==> src/rtl/dmareg_pkg.sv <==
// Package: shared register indices, channel state encoding and stream-command
// bit meanings for the DMA channel register front end.
package dmareg_pkg;
    localparam int REG_IDX_W = 6;
    localparam int PTR_N     = 5;

    // Word indices (byte offset / 4) inside a channel window.
    localparam logic [REG_IDX_W-1:0] IX_DATA    = 6'h00;
    localparam logic [REG_IDX_W-1:0] IX_SAVED   = 6'h16;
    localparam logic [REG_IDX_W-1:0] IX_SAVEDB  = 6'h17;
    localparam logic [REG_IDX_W-1:0] IX_GROUP   = 6'h18;
    localparam logic [REG_IDX_W-1:0] IX_GROUPDN = 6'h1F;
    localparam logic [REG_IDX_W-1:0] IX_CMD     = 6'h20;
    localparam logic [REG_IDX_W-1:0] IX_CFG     = 6'h21;
    localparam logic [REG_IDX_W-1:0] IX_STAT    = 6'h22;
    localparam logic [REG_IDX_W-1:0] IX_MASK    = 6'h23;
    localparam logic [REG_IDX_W-1:0] IX_ACK     = 6'h24;
    localparam logic [REG_IDX_W-1:0] IX_RAW     = 6'h25;
    localparam logic [REG_IDX_W-1:0] IX_MASKED  = 6'h26;
    localparam logic [REG_IDX_W-1:0] IX_SCMD    = 6'h27;

    localparam logic [1:0] SZ_WORD = 2'd2;

    localparam logic [9:0] SC_LOAD_D = 10'h140;
    localparam logic [9:0] SC_BURST  = 10'h020;
    localparam logic [9:0] SC_LOAD_C = 10'h200;

    typedef enum logic [2:0] {
        CH_RESET   = 3'b001,
        CH_STOPPED = 3'b010,
        CH_RUNNING = 3'b100
    } ch_state_e;

    // Maps a pointer slot number to its register index.
    function automatic logic [REG_IDX_W-1:0] ptr_ix(input int slot);
        case (slot)
            0:       return IX_DATA;
            1:       return IX_SAVED;
            2:       return IX_SAVEDB;
            3:       return IX_GROUP;
            default: return IX_GROUPDN;
        endcase
    endfunction
endpackage

==> src/rtl/dmareg_decode.sv <==
// Module: dmareg_decode
// Splits a bus request into a one-hot channel hit, a register index and
// read/write/error qualifiers. Assumes at most one request per cycle and that
// only 32-bit accesses are legal; channel numbers >= NUM_CH hit nothing.
module dmareg_decode
    import dmareg_pkg::*;
#(
    parameter int NUM_CH = 2,
    parameter int ADDR_W = 16
) (
    input  logic                 clk,
    input  logic                 rst_n,
    input  logic                 req_valid,
    input  logic                 req_write,
    input  logic [ADDR_W-1:0]    req_addr,
    input  logic [1:0]           req_size,
    output logic [NUM_CH-1:0]    ch_hit,
    output logic [REG_IDX_W-1:0] reg_idx,
    output logic                 wr_go,
    output logic                 rd_go,
    output logic                 err_go
);
    localparam int CH_W = ADDR_W - 13;

    logic            word_ok;
    logic [CH_W-1:0] ch_field;
    logic            unused_addr;

    assign word_ok     = (req_size == SZ_WORD);
    assign ch_field    = req_addr[ADDR_W-1:13];
    assign reg_idx     = req_addr[7:2];
    assign unused_addr = ^{req_addr[12:8], req_addr[1:0]};

    assign wr_go  = req_valid &&  req_write && word_ok;
    assign rd_go  = req_valid && !req_write && word_ok;
    assign err_go = req_valid && !word_ok;

    // Channel selection: one bit per implemented channel.
    for (genvar c = 0; c < NUM_CH; c++) begin : g_hit
        assign ch_hit[c] = req_valid && word_ok && (ch_field == CH_W'(c));
    end


    hit_onehot_chk: assert property (@(posedge clk) disable iff (!rst_n)
        $onehot0(ch_hit));


    err_no_go_chk: assert property (@(posedge clk) disable iff (!rst_n)
        err_go |-> !(wr_go || rd_go));
endmodule

==> src/rtl/dmareg_chan.sv <==
// Module: dmareg_chan
// One channel's registers: descriptor pointers, configuration, command,
// stream command, interrupt mask and raw interrupts, plus the one-hot run
// state and the engine strobes. Assumes wr_go is already qualified by the
// channel hit and the word size; rdata is combinational for reg_idx.
module dmareg_chan
    import dmareg_pkg::*;
#(
    parameter int IRQ_W = 4,
    parameter int SRC_W = 4
) (
    input  logic                 clk,
    input  logic                 rst_n,
    input  logic                 wr_go,
    input  logic [REG_IDX_W-1:0] reg_idx,
    input  logic [31:0]          wdata,
    input  logic [IRQ_W-1:0]     irq_set,
    input  logic                 eng_eol,
    input  logic                 desc_eol,
    input  logic [SRC_W-1:0]     eng_src,
    output logic [31:0]          rdata,
    output logic                 irq,
    output logic                 start_o,
    output logic                 cont_o,
    output logic                 load_d_o,
    output logic                 load_c_o
);
    logic [PTR_N-1:0][31:0] ptr_q;
    logic [1:0]             cfg_q;
    logic                   cmd_q;
    logic [9:0]             scmd_q;
    logic [IRQ_W-1:0]       mask_q;
    logic [IRQ_W-1:0]       raw_q;
    ch_state_e              state_q;

    logic wr_cfg, wr_cmd, wr_scmd, wr_mask, wr_ack;
    logic sc_load_d, sc_start, sc_load_c, cont_ok;
    logic [IRQ_W-1:0] ack_bits;
    logic [31:0]      stat_word;

    assign wr_cfg  = wr_go && (reg_idx == IX_CFG);
    assign wr_cmd  = wr_go && (reg_idx == IX_CMD);
    assign wr_scmd = wr_go && (reg_idx == IX_SCMD);
    assign wr_mask = wr_go && (reg_idx == IX_MASK);
    assign wr_ack  = wr_go && (reg_idx == IX_ACK);

    assign sc_load_d = wr_scmd && |(wdata[9:0] & SC_LOAD_D);
    assign sc_start  = sc_load_d && |(wdata[9:0] & SC_BURST);
    assign sc_load_c = wr_scmd && |(wdata[9:0] & SC_LOAD_C);
    assign cont_ok   = wr_cmd && cfg_q[0] && !cfg_q[1]
                       && (state_q == CH_RUNNING) && desc_eol;
    assign ack_bits  = wr_ack ? wdata[IRQ_W-1:0] : '0;

    // Descriptor pointer storage.
    always_ff @(posedge clk) begin
        if (!rst_n) begin
            ptr_q <= '0;
        end else begin
            for (int p = 0; p < PTR_N; p++) begin
                if (wr_go && reg_idx == ptr_ix(p)) ptr_q[p] <= wdata;
            end
        end
    end

    // Control words: configuration, command, stream command, mask.
    always_ff @(posedge clk) begin
        if (!rst_n) begin
            cfg_q  <= '0;
            cmd_q  <= 1'b0;
            scmd_q <= '0;
            mask_q <= '0;
        end else begin
            if (wr_cfg)  cfg_q  <= wdata[1:0];
            if (wr_cmd)  cmd_q  <= wdata[0];
            if (wr_scmd) scmd_q <= wdata[9:0];
            if (wr_mask) mask_q <= wdata[IRQ_W-1:0];
        end
    end

    // Run state: configuration writes force reset or stopped, start runs.
    always_ff @(posedge clk) begin
        if (!rst_n) begin
            state_q <= CH_RESET;
        end else if (wr_cfg) begin
            if (!wdata[0])     state_q <= CH_RESET;
            else if (wdata[1]) state_q <= CH_STOPPED;
        end else if (sc_start) begin
            state_q <= CH_RUNNING;
        end
    end

    // Sticky raw interrupts: acknowledge clears, engine set wins.
    always_ff @(posedge clk) begin
        if (!rst_n) raw_q <= '0;
        else        raw_q <= (raw_q & ~ack_bits) | irq_set;
    end

    // One-cycle strobes toward the data engine.
    always_ff @(posedge clk) begin
        if (!rst_n) begin
            start_o  <= 1'b0;
            cont_o   <= 1'b0;
            load_d_o <= 1'b0;
            load_c_o <= 1'b0;
        end else begin
            start_o  <= sc_start;
            cont_o   <= cont_ok;
            load_d_o <= sc_load_d;
            load_c_o <= sc_load_c;
        end
    end

    assign irq = |(raw_q & mask_q);

    // Status word assembly.
    always_comb begin
        stat_word = '0;
        stat_word[2:0] = state_q;
        stat_word[5] = eng_eol;
        stat_word[8 +: SRC_W] = eng_src;
    end

    // Read multiplexer for the addressed register.
    always_comb begin
        rdata = '0;
        case (reg_idx)
            IX_CMD:    rdata[0] = cmd_q;
            IX_CFG:    rdata[1:0] = cfg_q;
            IX_STAT:   rdata = stat_word;
            IX_MASK:   rdata[IRQ_W-1:0] = mask_q;
            IX_RAW:    rdata[IRQ_W-1:0] = raw_q;
            IX_MASKED: rdata[IRQ_W-1:0] = raw_q & mask_q;
            IX_SCMD:   rdata[9:0] = scmd_q;
            default: begin
                for (int p = 0; p < PTR_N; p++) begin
                    if (reg_idx == ptr_ix(p)) rdata = ptr_q[p];
                end
            end
        endcase
    end


    state_onehot_chk: assert property (@(posedge clk) disable iff (!rst_n)
        $countones(state_q) == 1);


    cfg_reset_chk: assert property (@(posedge clk) disable iff (!rst_n)
        (wr_cfg && !wdata[0]) |=> (state_q == CH_RESET));


    start_run_chk: assert property (@(posedge clk) disable iff (!rst_n)
        start_o |-> (state_q == CH_RUNNING) && load_d_o);


    cont_gate_chk: assert property (@(posedge clk) disable iff (!rst_n)
        cont_o |-> ($past(state_q) == CH_RUNNING) && $past(desc_eol));


    ack_clear_chk: assert property (@(posedge clk) disable iff (!rst_n)
        wr_ack |=> ((raw_q & $past(wdata[IRQ_W-1:0]) & ~$past(irq_set)) == '0));
endmodule

==> src/rtl/dmareg_front.sv <==
// Module: dmareg_front (top)
// Register front end for NUM_CH DMA channels: decodes 32-bit bus accesses,
// instantiates one register channel per DMA channel and registers the read
// data and the size-error pulse. Assumes a single-cycle request protocol.
module dmareg_front
    import dmareg_pkg::*;
#(
    parameter int NUM_CH = 2,
    parameter int ADDR_W = 16,
    parameter int IRQ_W  = 4,
    parameter int SRC_W  = 4
) (
    input  logic                    clk,
    input  logic                    rst_n,
    input  logic                    req_valid,
    input  logic                    req_write,
    input  logic [ADDR_W-1:0]       req_addr,
    input  logic [1:0]              req_size,
    input  logic [31:0]             req_wdata,
    output logic                    rd_valid,
    output logic [31:0]             rd_data,
    output logic                    acc_err,
    input  logic [NUM_CH*IRQ_W-1:0] eng_irq_set,
    input  logic [NUM_CH-1:0]       eng_eol,
    input  logic [NUM_CH-1:0]       eng_desc_eol,
    input  logic [NUM_CH*SRC_W-1:0] eng_src,
    output logic [NUM_CH-1:0]       irq,
    output logic [NUM_CH-1:0]       start_strb,
    output logic [NUM_CH-1:0]       cont_strb,
    output logic [NUM_CH-1:0]       load_d_strb,
    output logic [NUM_CH-1:0]       load_c_strb
);
    logic [NUM_CH-1:0]    ch_hit;
    logic [REG_IDX_W-1:0] reg_idx;
    logic                 wr_go, rd_go, err_go;
    logic [31:0]          ch_rdata [NUM_CH];
    logic [31:0]          rd_mux;

    dmareg_decode #(.NUM_CH(NUM_CH), .ADDR_W(ADDR_W)) u_decode (
        .clk       (clk),
        .rst_n     (rst_n),
        .req_valid (req_valid),
        .req_write (req_write),
        .req_addr  (req_addr),
        .req_size  (req_size),
        .ch_hit    (ch_hit),
        .reg_idx   (reg_idx),
        .wr_go     (wr_go),
        .rd_go     (rd_go),
        .err_go    (err_go)
    );

    for (genvar c = 0; c < NUM_CH; c++) begin : g_ch
        dmareg_chan #(.IRQ_W(IRQ_W), .SRC_W(SRC_W)) u_chan (
            .clk      (clk),
            .rst_n    (rst_n),
            .wr_go    (wr_go && ch_hit[c]),
            .reg_idx  (reg_idx),
            .wdata    (req_wdata),
            .irq_set  (eng_irq_set[c*IRQ_W +: IRQ_W]),
            .eng_eol  (eng_eol[c]),
            .desc_eol (eng_desc_eol[c]),
            .eng_src  (eng_src[c*SRC_W +: SRC_W]),
            .rdata    (ch_rdata[c]),
            .irq      (irq[c]),
            .start_o  (start_strb[c]),
            .cont_o   (cont_strb[c]),
            .load_d_o (load_d_strb[c]),
            .load_c_o (load_c_strb[c])
        );
    end

    // Select the hit channel's read word; no hit reads zero.
    always_comb begin
        rd_mux = '0;
        for (int c = 0; c < NUM_CH; c++) begin
            if (ch_hit[c]) rd_mux = rd_mux | ch_rdata[c];
        end
    end

    // Registered read response and error pulse.
    always_ff @(posedge clk) begin
        if (!rst_n) begin
            rd_valid <= 1'b0;
            rd_data  <= '0;
            acc_err  <= 1'b0;
        end else begin
            rd_valid <= rd_go;
            rd_data  <= rd_go ? rd_mux : '0;
            acc_err  <= err_go;
        end
    end


    err_excl_chk: assert property (@(posedge clk) disable iff (!rst_n)
        acc_err |-> !rd_valid);


    rd_zero_chk: assert property (@(posedge clk) disable iff (!rst_n)
        !rd_valid |-> (rd_data == '0));
endmodule

==> config.mk <==
export PLATFORM = sky130hd
export DESIGN_NAME = dmareg_front
export DESIGN_NICKNAME = d
export VERILOG_FILES = /design/src/rtl/dmareg_pkg.sv /design/src/rtl/dmareg_decode.sv /design/src/rtl/dmareg_chan.sv /design/src/rtl/dmareg_front.sv
export SDC_FILE = /design/constraint.sdc
export NUM_CORES = 1
export LEC_CHECK = 0
export ABC_AREA = 1
export BUFFER_PORTS_ARGS = -buffer_cell sky130_fd_sc_hd__buf_2
export CORE_MARGIN = 4
export CORE_UTILIZATION = 31
export DETAILED_ROUTE_END_ITERATION = 10
export GPL_ROUTABILITY_DRIVEN = 0
export SLEW_MARGIN = 20
export SYNTH_ARGS = -nofsm -noshare
export SYNTH_HDL_FRONTEND = slang
export SYNTH_SLANG_ARGS = --single-unit
export TNS_END_PERCENT = 100
==> constraint.sdc <==
create_clock -name clk -period 1.84 [get_ports clk]
set_clock_uncertainty 0.1 [all_clocks]
set_input_delay 0.184 -clock clk [delete_from_list [all_inputs] [get_ports clk]]
set_output_delay 0.184 -clock clk [all_outputs]
set_load 0.05 [all_outputs]
---- Word-level counts from Yosys, hierarchy flattened ----
Cells that the tools add are included.
storage, ports and cells
  output and inout bits ................... 44
  logic and storage cells ................. 167
  register bits ........................... 410
  input port bits ......................... 74
cells by class
  eq/ne operators ......................... 24
  bitwise operators ....................... 9
  reduce and logical (&&, ||, !) cells .... 61
  muxes and demuxes ....................... 40
operators with widths
  kind                number
  $mux 32             12
  $pmux 22 s2         2
  $eq 6x6->1          10
  $mux 6              10
  $eq 6x6->1 const B  8
  $logic_and 1x1->1   44
  $pmux 6 s3          2
  $or 32x32->32       1
  $pmux 1 s7          4
  $pmux 2 s6          2
  $mux 3              6
  $and 4x4->4         4
  $mux 4              2
  $not 4->4           2
  $or 4x4->4          2
  $reduce_or 4->1     2
  $reduce_or 7->1     1
  $eq 3x3->1 const B  2
  $ne 3x3->1 const B  2
  $reduce_and 2->1    3
  $reduce_or 6->1     1
  $reduce_or 5->1     1
  $logic_not 1->1     4
  $reduce_bool 2->1   2
  4 further kinds     5

---- Longest topological paths before layout ----
Gate-level depths: netlist (run 1).
  depth after elaboration ................. 13
  gate-level depth with buffers ........... 13
  gate-level depth less buffers ........... 11

---- Modules after synthesis ----
A second synthesis (run 1) with hierarchy kept.
unflattened totals
  cells, all modules ...................... 2571
  area total of the unflattened synthesis .. 17968.5 um2
modules (own cells, without submodules)
  module                        times used  area an instance (um2)  sequential area each (um2)  cells an instance
  dmareg_chan (g_ch[1].u_chan)  1           8294.2                  3763.6                      1214
  dmareg_chan (g_ch[0].u_chan)  1           8167.8                  3763.6                      1190
  dmareg_front                  1           1403.8                  680.7                       149
  dmareg_decode                 1           102.6                   0.0                         18

---- Least setup slack after synthesis (run 1) ----
No wires, ideal clock.
  kind .................................... input port to flip-flop
  start point ............................. input req_size[0]
  end point ............................... register g_ch[0].u_chan.ptr_q[10] (netlist bit)
  stages on the path ...................... 9
  required time ........................... 1.602 ns
  path buffers ............................ 1
  setup slack ............................. 0.271 ns
  library setup time ...................... 0.138 ns
  arrival time ............................ 1.331 ns
  cells stage by stage .................... inv_1 nand2_1 nor2_1 nand2_1 nor2_1 inv_2 nor2_4 clkbuf_1 a211oi_1
between the ends
  word-level cells in the longest chain between the ends .. 5
  elaborated cells between the ends (all ways) .. 6
  classes of those cells .................. 1 x eq/ne; 5 x reduce/logical
ends and longest elaborated chain
  item                             RTL line             RTL
  start: declaration               dmareg_front.sv:18   input logic [1:0] req_size,
  $eq 2x2->1 (*)                   dmareg_decode.sv:29  assign word_ok = (req_size == SZ_WORD);
  $logic_and 1x1->1 (2 in series)  dmareg_decode.sv:40  assign ch_hit[c] = req_valid && word_ok && (ch_field == CH_W'(c));
  $logic_and 1x1->1 (*)            dmareg_front.sv:57   .wr_go (wr_go && ch_hit[c]),
  $logic_and 1x1->1 (*)            dmareg_chan.sv:60    if (wr_go && reg_idx == ptr_ix(p)) ptr_q[p] <= wdata;
  end signal: indexed assignment   dmareg_chan.sv:60
  end: declaration                 dmareg_chan.sv:28    logic [PTR_N-1:0][31:0] ptr_q;
Every way passes the cells marked *; elsewhere a longest branch is shown, timed or not.
A chain may end at the register's enable or synchronous reset.

---- Worst setup path after layout (run 1) ----
  start point ............................. input req_valid
  end point ............................... register g_ch[0].u_chan.ptr_q[76] (netlist bit)
between the ends
  word-level cells in the longest chain between the ends .. 4
  elaborated cells between the ends (all ways) .. 6
  classes of those cells .................. 6 x reduce/logical
ends and longest elaborated chain
  item                                                RTL line                                  RTL
  start: declaration                                  dmareg_front.sv:15                        input logic req_valid,
  $logic_and 1x1->1 (on tied branches) (2 in series)  dmareg_decode.sv:34, dmareg_decode.sv:40
  $logic_and 1x1->1 (*)                               dmareg_front.sv:57
  $logic_and 1x1->1 (*)                               dmareg_chan.sv:60
Marked as above.

==> summary.md, run 1 <==
| Metric | Value |
|---|---|
| Outcome | `completed` |
| # fillers | `5,604` |
| Clock sink total | `410` |
| DR vias | `16.87k` |
| Clock latency on the worst-skew pair | `roughly 570 ps` |
| Core ar. | `55,630 µm²` |
| CTS tree | `done` |
| Synth Flop Type | `dfxtp_1` |
| Top cells by area, synth | `dfxtp_1, a211oi_1, nand2_1` |
| Slew @ Worst Pin | `580.0 ps` |
| Met3 GRT Util | `under 10%` |
| DRT Wirelength | `~57 mm` |
| Hold WS | `31.24 ps` |
| Crit share post-route | `about 94%` |
| Ys Warns | `0` |
| Vias in the first global route | `~16k` |
| DP Area | `19,730 µm²` |
| Starting density of the core | `approximately a third` |
| Hold/Removal Path Class | `input pin to register` |
| Critical Path Sink Type | `register` |
| Max Clock Freq | `575.3 MHz` |
| Busiest grt layer | `met2` |
| Yosys top cell by area | `dfxtp_1` |
| DPL Wire Length | `~35 mm` |
| Synthesized area per cell | `7.443 µm²` |
| Core Util, Final | `39.37%` |
| Layout cells sized above 1 | `14.09%` |
| Post-synthesis sequential area ratio | `between 40% and 50%` |
| Ant. Diodes | `0` |
| Drt drc | `0` |
| Max Root-Sink Buffers | `3` |
| Yosys cell types | `28` |
| Hold Crit Start | `eng_src[0]` |
| Top-Level Pins | `about 120` |
| Max Cap Viol | `0` |
| Pwr Total | `19,160 µW` |
| I/O Buffers | `110` |
| Crit path launch type | `input pin` |
| Overall Global Routing Usage | `between 10% and 20%` |
| Pwr/cell area | `875.0 nW/µm²` |
| Syn_nets | `2,434` |
| Total gr overflow | `0` |
| Die X | `246.0 µm` |
| CTS Buf Count | `46` |
| Worst endpoint required time | `2180 ps` |
| Kind of critical path | `input pin to register` |
| Critical-path maximum fanout | `19` |
| Row count | `86` |
| Met2 global-route usage | `28.49%` |
| Area of the die | `60,530 µm²` |
| Layout net count | `between 2k and 3k` |
| Largest net degree at the start of global routing | `110` |
| H-tree levels | `2` |
| Final Setup Violations | `0` |
| Design Area, Final | `around 22,000 µm²` |
| Worst Setup SP | `req_valid` |
| Initial antenna violation count | `0` |
| Cells after Synth | `2,360` |
| Area delta synth->final | `24.69%` |
| Synth Cell Area | `17,560 µm²` |
| Reg-to-Reg Start | `g_ch[0].u_chan.raw_q[2]` |
| Fin crit period | `about 1700 ps` |
| Vias per Instance | `5.130` |
| Post-synth EDFFs | `0` |
| Commonest cells after routing, fill and taps aside | `dfxtp_1, nand2_1, nor2_1, a211oi_1, a21oi_1` |
| Reg2reg path depth | `8` |
| First-pass GRT wire length | `just under 90 mm` |
| Clock transition at path regs | `60 ps` |
| Critical Path AT | `2080 ps` |
| Peak supply drop | `0.0005149 V` |
| Post-route ant nets | `0` |
| Register bit total from synthesis | `410` |
| Commonest non-fill, non-tap cell in the layout | `dfxtp_1` |
| Worst Setup Slack, final | `101.9 ps` |
| Share of the synthesized area in the top cell type | `46.73%` |
| Hold depth | `7` |
| Placement Setup Slack | `-213.1 ps` |
| Async S/R FF share, synth | `0%` |
| Wire length per cell | `17.27 µm` |
| DRT Pass-1 Iters | `5` |
| Count of final hold-check violations | `0` |
| Fin. max-slew vios | `0` |
| Met1 Use GR | `24.43%` |
| Leak Pwr | `~0.0086 µW` |
| Iteration-0 DRC Markers | `1,382` |
| Slew margin rel. | `61.29%` |
| Clk root buf | `clkbuf_16` |
| Die span in y | `246.0 µm` |
==> per-stage QoR <==
step / setup TNS (ps) / instances
final: 0 / 3288
after global routing: -2.152 / 3288
after CTS: 0 / 3280
after detailed placement: -2417 / 3152
after global placement: -1068 / 3152
after floorplan: 0 / 2360
==> path summary, 6_finish.rpt <==
kind / end / slack (ps)
max: g_ch[0].u_chan.ptr_q[76] / 100
min: rd_data[8] / 30
max reg2reg: rd_data[2] / 400
min reg2reg: g_ch[1].u_chan.scmd_q[5] / 370
==> cell usage after synthesis, types with 2 or more instances <==
cell type	number
buf_4	11
nand4_1	70
a22o_1	11
clkinv_1	25
nand2_1	382
inv_1	132
nand3b_1	2
buf_2	60
nand2_2	2
a211oi_1	233
nor2_4	10
a31o_2	3
nand3_1	177
nor3_1	8
o21ai_0	163
nor2_2	7
clkbuf_1	115
dfxtp_1	410
buf_1	11
a21oi_1	179
inv_2	7
nor2_1	336
==> cell type report <==
cell class	instances	area, µm²	share of cell area, %
well taps	748	935.9	4.273
multi-input cells	1589	7951	36.31
clock inverters	11	165.2	0.7541
repair buffers	298	2660	12.15
inverters	164	625.6	2.856
clock buffers	68	1355	6.187
flip-flops and latches	410	8208	37.48
==> flip-flops by register name, summed over array words and instances, names as in the netlist <==
name	flops
g_ch.u_chan.start_o	2
g_ch.u_chan.mask_q	8
g_ch.u_chan.state_q	6
g_ch.u_chan.cont_o	2
g_ch.u_chan.cmd_q	2
g_ch.u_chan.load_d_o	2
g_ch.u_chan.scmd_q	20
g_ch.u_chan.cfg_q	4
g_ch.u_chan.load_c_o	2
acc_err	1
rd_valid	1
g_ch.u_chan.ptr_q	320
rd_data	32
g_ch.u_chan.raw_q	8
==> repair_timing <==
action,CTS,global route
gates resized for setup,0,10
endpoints found under the setup margin,0,143
hold endpoints to repair,267,0
setup buffers,0,4
hold buffers,49,0
==> critical path: stages <==
cell	delay (ps)
dlygate4sd3_1	530
buf_2	130
inv_1	40
nor2_1	100
nand2_1	120
nor2_4	130
inv_4	120
nor2_4	230
buf_4	180
clkbuf_16	200
a211oi_1	90
==> power breakdown <==
group          switching (µW)  internal (µW)
registers                12.4           8890
clock network            3700           5630
logic                     631            301
==> kinds of logic after synthesis <==
group | synth area share (%)
and+or+nand+nor | 24.44
AOI/OAI and AO/OA | 20.45
DFF | 46.73
buffers and inverters | 8.377
==> metal layers <==
layer  share of wire (%)  wire length, µm
met5                   0                0
met1                  46            26370
met2                  45            25680
met3                 5.5             3142
met4                 2.8             1587
No activity file was read; power rests on OpenSTA's default activity.
==> run 2, diff against run 1 <==
--- a/config.mk
+++ b/config.mk
@@ -7,7 +7,6 @@
 export LEC_CHECK = 0
 export ABC_AREA = 1
 export BUFFER_PORTS_ARGS = -buffer_cell sky130_fd_sc_hd__buf_2
-export CORE_MARGIN = 4
 export CORE_UTILIZATION = 31
 export DETAILED_ROUTE_END_ITERATION = 10
 export GPL_ROUTABILITY_DRIVEN = 0
==> summary.md, run 2 (synthesis results as in run 1) <==
| Metric | Value |
|---|---|
| Slew @ Worst Pin | `545.2 ps (was 580.0 ps)` |
| Die span in y | `240.0 µm (was 246.0 µm)` |
| Wire length per cell | `16.80 µm (was 17.27 µm)` |
| Layout cells sized above 1 | `13.79% (was 14.09%)` |
| Vias per Instance | `5.083 (was 5.130)` |
| # fillers | `5,759 (was 5,604)` |
| Kind of critical path | `input pin to register (unchanged)` |
| Fin crit period | `1787 ps (was 1738 ps)` |
| CP dominant cell by count | `dlygate4sd3_1 (was nor2_4)` |
| I/O Buffers | `110 (unchanged)` |
| Layout net count | `2,575 (was 2,583)` |
| Critical path buffer and inverter count | `4 (was 6)` |
| Fin. max-slew vios | `0 (unchanged)` |
| Max reg flops | `320 (unchanged)` |
| Crit-path leading delay family | `buffers and inverters (unchanged)` |
| Number of cells on the critical path | `6 (was 11)` |
| R2R Path End | `rd_data[2] (unchanged)` |
| CTS tree | `done (unchanged)` |
| Design Area, Final | `21,680 µm² (was 21,900 µm²)` |
| Ant. Diodes | `0 (unchanged)` |
| Critical Path Sink Type | `register (unchanged)` |
| Placement Setup Slack | `-180.4 ps (was -213.1 ps)` |
| Final Setup Violations | `0 (unchanged)` |
| Die X | `240.0 µm (was 246.0 µm)` |
| Count of final hold-check violations | `0 (unchanged)` |
| DR vias | `16.66k (was 16.87k)` |
| R2R setup slack | `500 ps (was 400 ps)` |
| Clk root buf | `clkbuf_16 (unchanged)` |
| Largest net degree at the start of global routing | `116 (was 110)` |
| Area of the die | `57,610 µm² (was 60,530 µm²)` |
| Max Cap Viol | `0 (unchanged)` |
| Row count | `86 (unchanged)` |
| Sequential power share | `48.3% (was 46.5%)` |
| Crit path launch type | `input pin (unchanged)` |
| Drt drc | `0 (unchanged)` |
| Commonest non-fill, non-tap cell in the layout | `dfxtp_1 (unchanged)` |
| Total gr overflow | `0 (unchanged)` |
| Initial antenna violation count | `0 (unchanged)` |
| Critical Path, Cell by Cell | `buf_2 > dlygate4sd3_1 > nand2_1 > dlygate4sd3_1 > nor2_1 > dlygate4sd3_1 (was dlygate4sd3_1 > buf_2 > inv_1 > nor2_1 > nand2_1 > nor2_4 > inv_4 > nor2_4 > buf_4 > clkbuf_16 > a211oi_1)` |
| Crit share post-route | `97.13% (was 94.46%)` |
| Critical Path AT | `2110 ps (was 2080 ps)` |
| Worst hold endpoint | `rd_data[11] (was rd_data[8])` |
| Clock sink total | `410 (unchanged)` |
| Worst endpoint required time | `2170 ps (was 2180 ps)` |
| Worst path slowest cell | `dlygate4sd3_1 (unchanged)` |
| P_int | `14,250 µW (was 14,820 µW)` |
| Leak Pwr | `0.008509 µW (was 0.008601 µW)` |
| Setup repair after global routing missed its margin | `false` |
| H-tree levels | `2 (unchanged)` |
| Clock latency on the worst-skew pair | `560 ps (was 570 ps)` |
| Clock share of power | `46.7% (was 48.7%)` |
| Top Registers | `g_ch.u_chan.ptr_q: 320 flops, rd_data: 32 flops, g_ch.u_chan.scmd_q: 20 flops (unchanged)` |
| Pwr/cell area | `849.6 nW/µm² (was 875.0 nW/µm²)` |
| Core ar. | `55,520 µm² (was 55,630 µm²)` |
| Max Clock Freq | `559.5 MHz (was 575.3 MHz)` |
| Vias in the first global route | `15.61k (was 16.14k)` |
| Hold/Removal Path Class | `input pin to register (unchanged)` |
| Max stage delay on crit path | `570 ps (was 530 ps)` |
| Hold depth | `5 (was 7)` |
| Outcome | `completed (unchanged)` |
| First-pass GRT wire length | `86.41 mm (was 87.79 mm)` |
| Iteration-0 DRC Markers | `1,308 (was 1,382)` |
| Logic pwr share | `5.0% (was 4.9%)` |
| Clock transition at path regs | `60 ps (about the same)` |
| DPL Wire Length | `35.57 mm (was 34.93 mm)` |
| Overall Global Routing Usage | `18.93% (was 17.83%)` |
| Critical-path maximum fanout | `3 (was 19)` |
| Max Root-Sink Buffers | `3 (unchanged)` |
| Peak supply drop | `0.0005696 V (was 0.0005149 V)` |
| DRT Wirelength | `55.08 mm (was 56.78 mm)` |
| DRT Pass-1 Iters | `5 (unchanged)` |
| Net Sw Frac | `22.66% (was 22.65%)` |
| Largest Register | `g_ch.u_chan.ptr_q (unchanged)` |
| Starting density of the core | `31.63% (was 31.57%)` |
| Commonest cells after routing, fill and taps aside | `dfxtp_1, nand2_1, nor2_1, a211oi_1, a21oi_1 (unchanged)` |
| DP Area | `19,800 µm² (was 19,730 µm²)` |
| CTS Buf Count | `44 (was 46)` |
| Hold Crit Start | `eng_src[7] (was eng_src[0])` |
| P_sw | `4174 µW (was 4340 µW)` |
| Slew margin rel. | `63.65% (was 61.29%)` |
| Post-route ant nets | `0 (unchanged)` |
| Reg-to-Reg Start | `g_ch[0].u_chan.raw_q[2] (unchanged)` |
| Top-Level Pins | `118 (unchanged)` |
| Reg2reg path depth | `8 (unchanged)` |
| Area delta synth->final | `23.45% (was 24.69%)` |
| Worst Setup Slack, final | `52.78 ps (was 101.9 ps)` |
run 2: power groups by stage:
stage	clock [µW]	sequential (µW)	combinational [µW]
after floorplan	0	9100	419
after detailed placement	0	9100	828
after global routing	9110	8900	981
after global placement	0	9100	824
final	8600	8910	917
after CTS	8780	8900	905
run 2: repair_timing:
action,in CTS,in global routing
hold endpoints to repair,224,0
hold buffers,47,0
setup endpoints to repair,0,1
resized for setup,0,2
setup buffers,0,1
run 2: worst min-delay path: cells and delay by family:
kind                   cells  cell delay (ps)
buffers and inverters      1               90
AOI/OAI and AO/OA          1               50
and+or+nand+nor            3              270
run 2: through the flow:
step | power, µW | TNS [ps] | hold WS, ps | std cells | util (%)
4_1_cts | 18590 | 0 | 3.749 | 3277 | 39.03
5_1_grt | 19000 | 0 | 26.91 | 3278 | 39.05
3_5_place_dp | 9929 | -2735 | 331.9 | 3155 | 35.66
3_3_place_gp | 9926 | -1608 | 328.5 | 3155 | 35.66
2_1_floorplan | 9522 | 0 | 175.1 | 2360 | -
6_report | 18420 | 0 | 6.396 | 3278 | 39.05
run 2: worst max-delay path by stage:
stage / startpoint / end / slack [ps]
6_report: req_valid / acc_err / 50
5_1_grt: req_write / g_ch[0].u_chan.raw_q[3] / 20
4_1_cts: req_write / g_ch[0].u_chan.raw_q[3] / 30
3_5_place_dp: req_addr[6] / rd_data[20] / -180
3_3_place_gp: req_addr[6] / rd_data[20] / -180
2_1_floorplan: req_size[0] / g_ch[0].u_chan.ptr_q[10] / 270
run 2: cell type report:
| class | instances | area, µm² | area share (%) |
|---|---|---|---|
| Timing Repair Buffer | 292 | 2577 | 11.89 |
| Clock buffer | 70 | 1370 | 6.319 |
| Inverter | 164 | 623.1 | 2.874 |
| Multi-Input combinational cell | 1589 | 7940 | 36.62 |
| Sequential cell | 410 | 8208 | 37.85 |
| Clock inverter | 5 | 28.78 | 0.1327 |
| Tap cell | 748 | 935.9 | 4.316 |
run 2: routing by layer:
metal	share of wire [%]	track usage, %	wire length (µm)	vias to the layer above
met2	46	31.45	25480	497
met1	46	25.43	25250	7760
met4	2.5	5.462	1353	0
met3	5.4	2.595	2994	86
li1	-	-	-	8319
met5	0	0	0	-
==> run 3, diff against run 2 <==
--- a/config.mk
+++ b/config.mk
@@ -10,6 +10,7 @@
 export CORE_UTILIZATION = 31
 export DETAILED_ROUTE_END_ITERATION = 10
 export GPL_ROUTABILITY_DRIVEN = 0
+export REMOVE_ABC_BUFFERS = 1
 export SLEW_MARGIN = 20
 export SYNTH_ARGS = -nofsm -noshare
 export SYNTH_HDL_FRONTEND = slang
==> summary.md, run 3 (synthesis results as in run 1) <==
| Metric | Value |
|---|---|
| Outcome | `completed (unchanged)` |
| Slew margin rel. | `59.58% (was 63.65%)` |
| Commonest cells after routing, fill and taps aside | `dfxtp_1, nand2_1, nor2_1, a211oi_1, a21oi_1 (unchanged)` |
| Max Cap Viol | `0 (unchanged)` |
| Worst path slowest cell | `dlygate4sd3_1 (unchanged)` |
| Layout cells sized above 1 | `15.43% (was 13.79%)` |
| Leak Pwr | `0.008809 µW (was 0.008509 µW)` |
| Count of final hold-check violations | `0 (unchanged)` |
| Final Setup Violations | `0 (unchanged)` |
| CTS Buf Count | `46 (was 44)` |
| Critical-path maximum fanout | `13 (was 3)` |
| DRT Pass-1 Iters | `5 (unchanged)` |
| Slew @ Worst Pin | `605.7 ps (was 545.2 ps)` |
| Starting density of the core | `31.63% (unchanged)` |
| Post-route ant nets | `0 (unchanged)` |
| First-pass GRT wire length | `87.68 mm (was 86.41 mm)` |
| Crit-path leading delay family | `buffers and inverters (unchanged)` |
| Reg2reg path depth | `7 (was 8)` |
| Hold/Removal Path Class | `input pin to register (unchanged)` |
| Largest net degree at the start of global routing | `123 (was 116)` |
| Die X | `240.0 µm (unchanged)` |
| Ant. Diodes | `0 (unchanged)` |
| Clock sink total | `410 (unchanged)` |
| Final TNS setup | `0 ps (unchanged)` |
| Commonest non-fill, non-tap cell in the layout | `dfxtp_1 (unchanged)` |
| Crit share post-route | `96.33% (was 97.13%)` |
| CTS tree | `done (unchanged)` |
| Final Non-Filler Cells | `3,315 (was 3,278)` |
| Max stage delay on crit path | `550 ps (was 570 ps)` |
| Layout net count | `2,604 (was 2,575)` |
| # fillers | `5,681 (was 5,759)` |
| Peak supply drop | `0.0006301 V (was 0.0005696 V)` |
| Die span in y | `240.0 µm (unchanged)` |
| Largest Register | `g_ch.u_chan.ptr_q (unchanged)` |
| Clock transition at path regs | `60 ps (about the same)` |
| Wire length per cell | `16.89 µm (was 16.80 µm)` |
| Placed cells | `3,166 (was 3,155)` |
| Top-Level Pins | `118 (unchanged)` |
| CP dominant cell by count | `nand2_1 (was dlygate4sd3_1)` |
| Max Clock Freq | `564.2 MHz (was 559.5 MHz)` |
| Area of the die | `57,610 µm² (unchanged)` |
| Clk root buf | `clkbuf_16 (unchanged)` |
| DR vias | `16.73k (was 16.66k)` |
| Kind of critical path | `input pin to register (unchanged)` |
| Clock latency on the worst-skew pair | `570 ps (was 560 ps)` |
| Vias in the first global route | `15.76k (was 15.61k)` |
| Max Root-Sink Buffers | `3 (unchanged)` |
| Number of cells on the critical path | `14 (was 6)` |
| Worst endpoint required time | `2250 ps (was 2170 ps)` |
| H-tree levels | `2 (unchanged)` |
| Fin. max-slew vios | `0 (unchanged)` |
| Fin crit period | `1772 ps (was 1787 ps)` |
| Critical Path Sink Type | `register (unchanged)` |
| Total gr overflow | `0 (unchanged)` |
| I/O Buffers | `110 (unchanged)` |
| Critical Path AT | `2190 ps (was 2110 ps)` |
| Initial antenna violation count | `2 (was 0)` |
| Area delta synth->final | `26.83% (was 23.45%)` |
| Hold depth | `3 (was 5)` |
| Drt drc | `0 (unchanged)` |
| Iteration-0 DRC Markers | `1,298 (was 1,308)` |
| Crit path launch type | `input pin (unchanged)` |
| DRT Wirelength | `56.00 mm (was 55.08 mm)` |
| Vias per Instance | `5.048 (was 5.083)` |
| Critical Path, Cell by Cell | `buf_2 > buf_4 > nor2_2 > nand2_2 > nor2_2 > buf_12 > buf_4 > nand2_1 > nand3_1 > nand2_1 > inv_1 > nand2_1 > a21oi_1 > dlygate4sd3_1 (was buf_2 > dlygate4sd3_1 > nand2_1 > dlygate4sd3_1 > nor2_1 > dlygate4sd3_1)` |
| Core Util, Final | `40.12% (was 39.05%)` |
| Overall Global Routing Usage | `19.37% (was 18.93%)` |
| Max reg flops | `320 (unchanged)` |
| Top Registers | `g_ch.u_chan.ptr_q: 320 flops, rd_data: 32 flops, g_ch.u_chan.scmd_q: 20 flops (unchanged)` |
| Pwr/cell area | `889.7 nW/µm² (was 849.6 nW/µm²)` |
| Core ar. | `55,520 µm² (unchanged)` |
| Row count | `86 (unchanged)` |
| DPL Wire Length | `36.11 mm (was 35.57 mm)` |
| Critical path buffer and inverter count | `6 (was 4)` |
run 3: changes by cell type in the layout (fill, tap and decap cells not counted), sizes merged:
cell and delta:
clkinvlp +1, bufinv +5, clkinv +4, dlygate4sd3 +5, clkbuf -1, inv +2, buf +21
run 3: per-layer routing:
| layer | track usage, % | part of all wire (%) |
|---|---|---|
| met1 | 25.86 | 45 |
| met3 | 3.318 | 5.9 |
| met2 | 31.96 | 46 |
| met4 | 5.404 | 2.3 |
| met5 | 0 | 0 |
run 3: timing repair:
action / in CTS / in global routing
hold buffers: 52 / 0
buffers inserted: 0 / 11
hold endpoints to repair: 294 / 0
gates resized for setup: 0 / 12
endpoints found under the setup margin: 0 / 3
run 3: cell type report:
class                           count  area [µm²]  share of cell area (%)
Clock inverter                     17       220.2                  0.9885
Timing Repair Buffer              319        2869                   12.88
Clock buffer                       68        1458                   6.543
Multi-Input combinational cell   1589        7964                   35.75
Tap cell                          748       935.9                   4.201
Inverter                          164       623.1                   2.797
Sequential cell                   410        8208                   36.84
run 3: path summary, 6_finish.rpt:
kind	slack (ps)	endpoint	startpoint
worst min-delay path	40	g_ch[1].u_chan.scmd_q[4]	req_wdata[4]
worst max-delay path	70	rd_data[9]	req_addr[5]
worst max register to register	260	rd_data[11]	g_ch[1].u_chan.ptr_q[11]
worst min register to register	370	g_ch[1].u_chan.scmd_q[5]	g_ch[1].u_chan.scmd_q[5]
run 3: power by group:
group | switching, µW | leakage [µW] | internal, µW
registers | 12.2 | 0.00330 | 8890
logic | 630 | 0.00467 | 314
clock network | 3790 | 0.000837 | 6180
run 3: through the flow:
step	hold WS, ps	power, µW	cell area [µm²]	setup slack, ps
5_1_grt	63.14	20460	22280	-16.13
4_1_cts	11.10	20010	22130	27.11
6_report	38.79	19820	22280	67.54
2_1_floorplan	175.1	9448	16710	-3070
3_3_place_gp	325.3	9934	19930	-207.4
3_5_place_dp	328.5	9940	19930	-254.8
run 3: worst register-to-register path: stages, from the launching register on:
cell	delay, ps
dfxtp_1	310
nand4_1	100
nand3_1	90
nor2_1	110
nand3_1	70
nand2_1	70
a21oi_2	50
dlygate4sd3_1	570
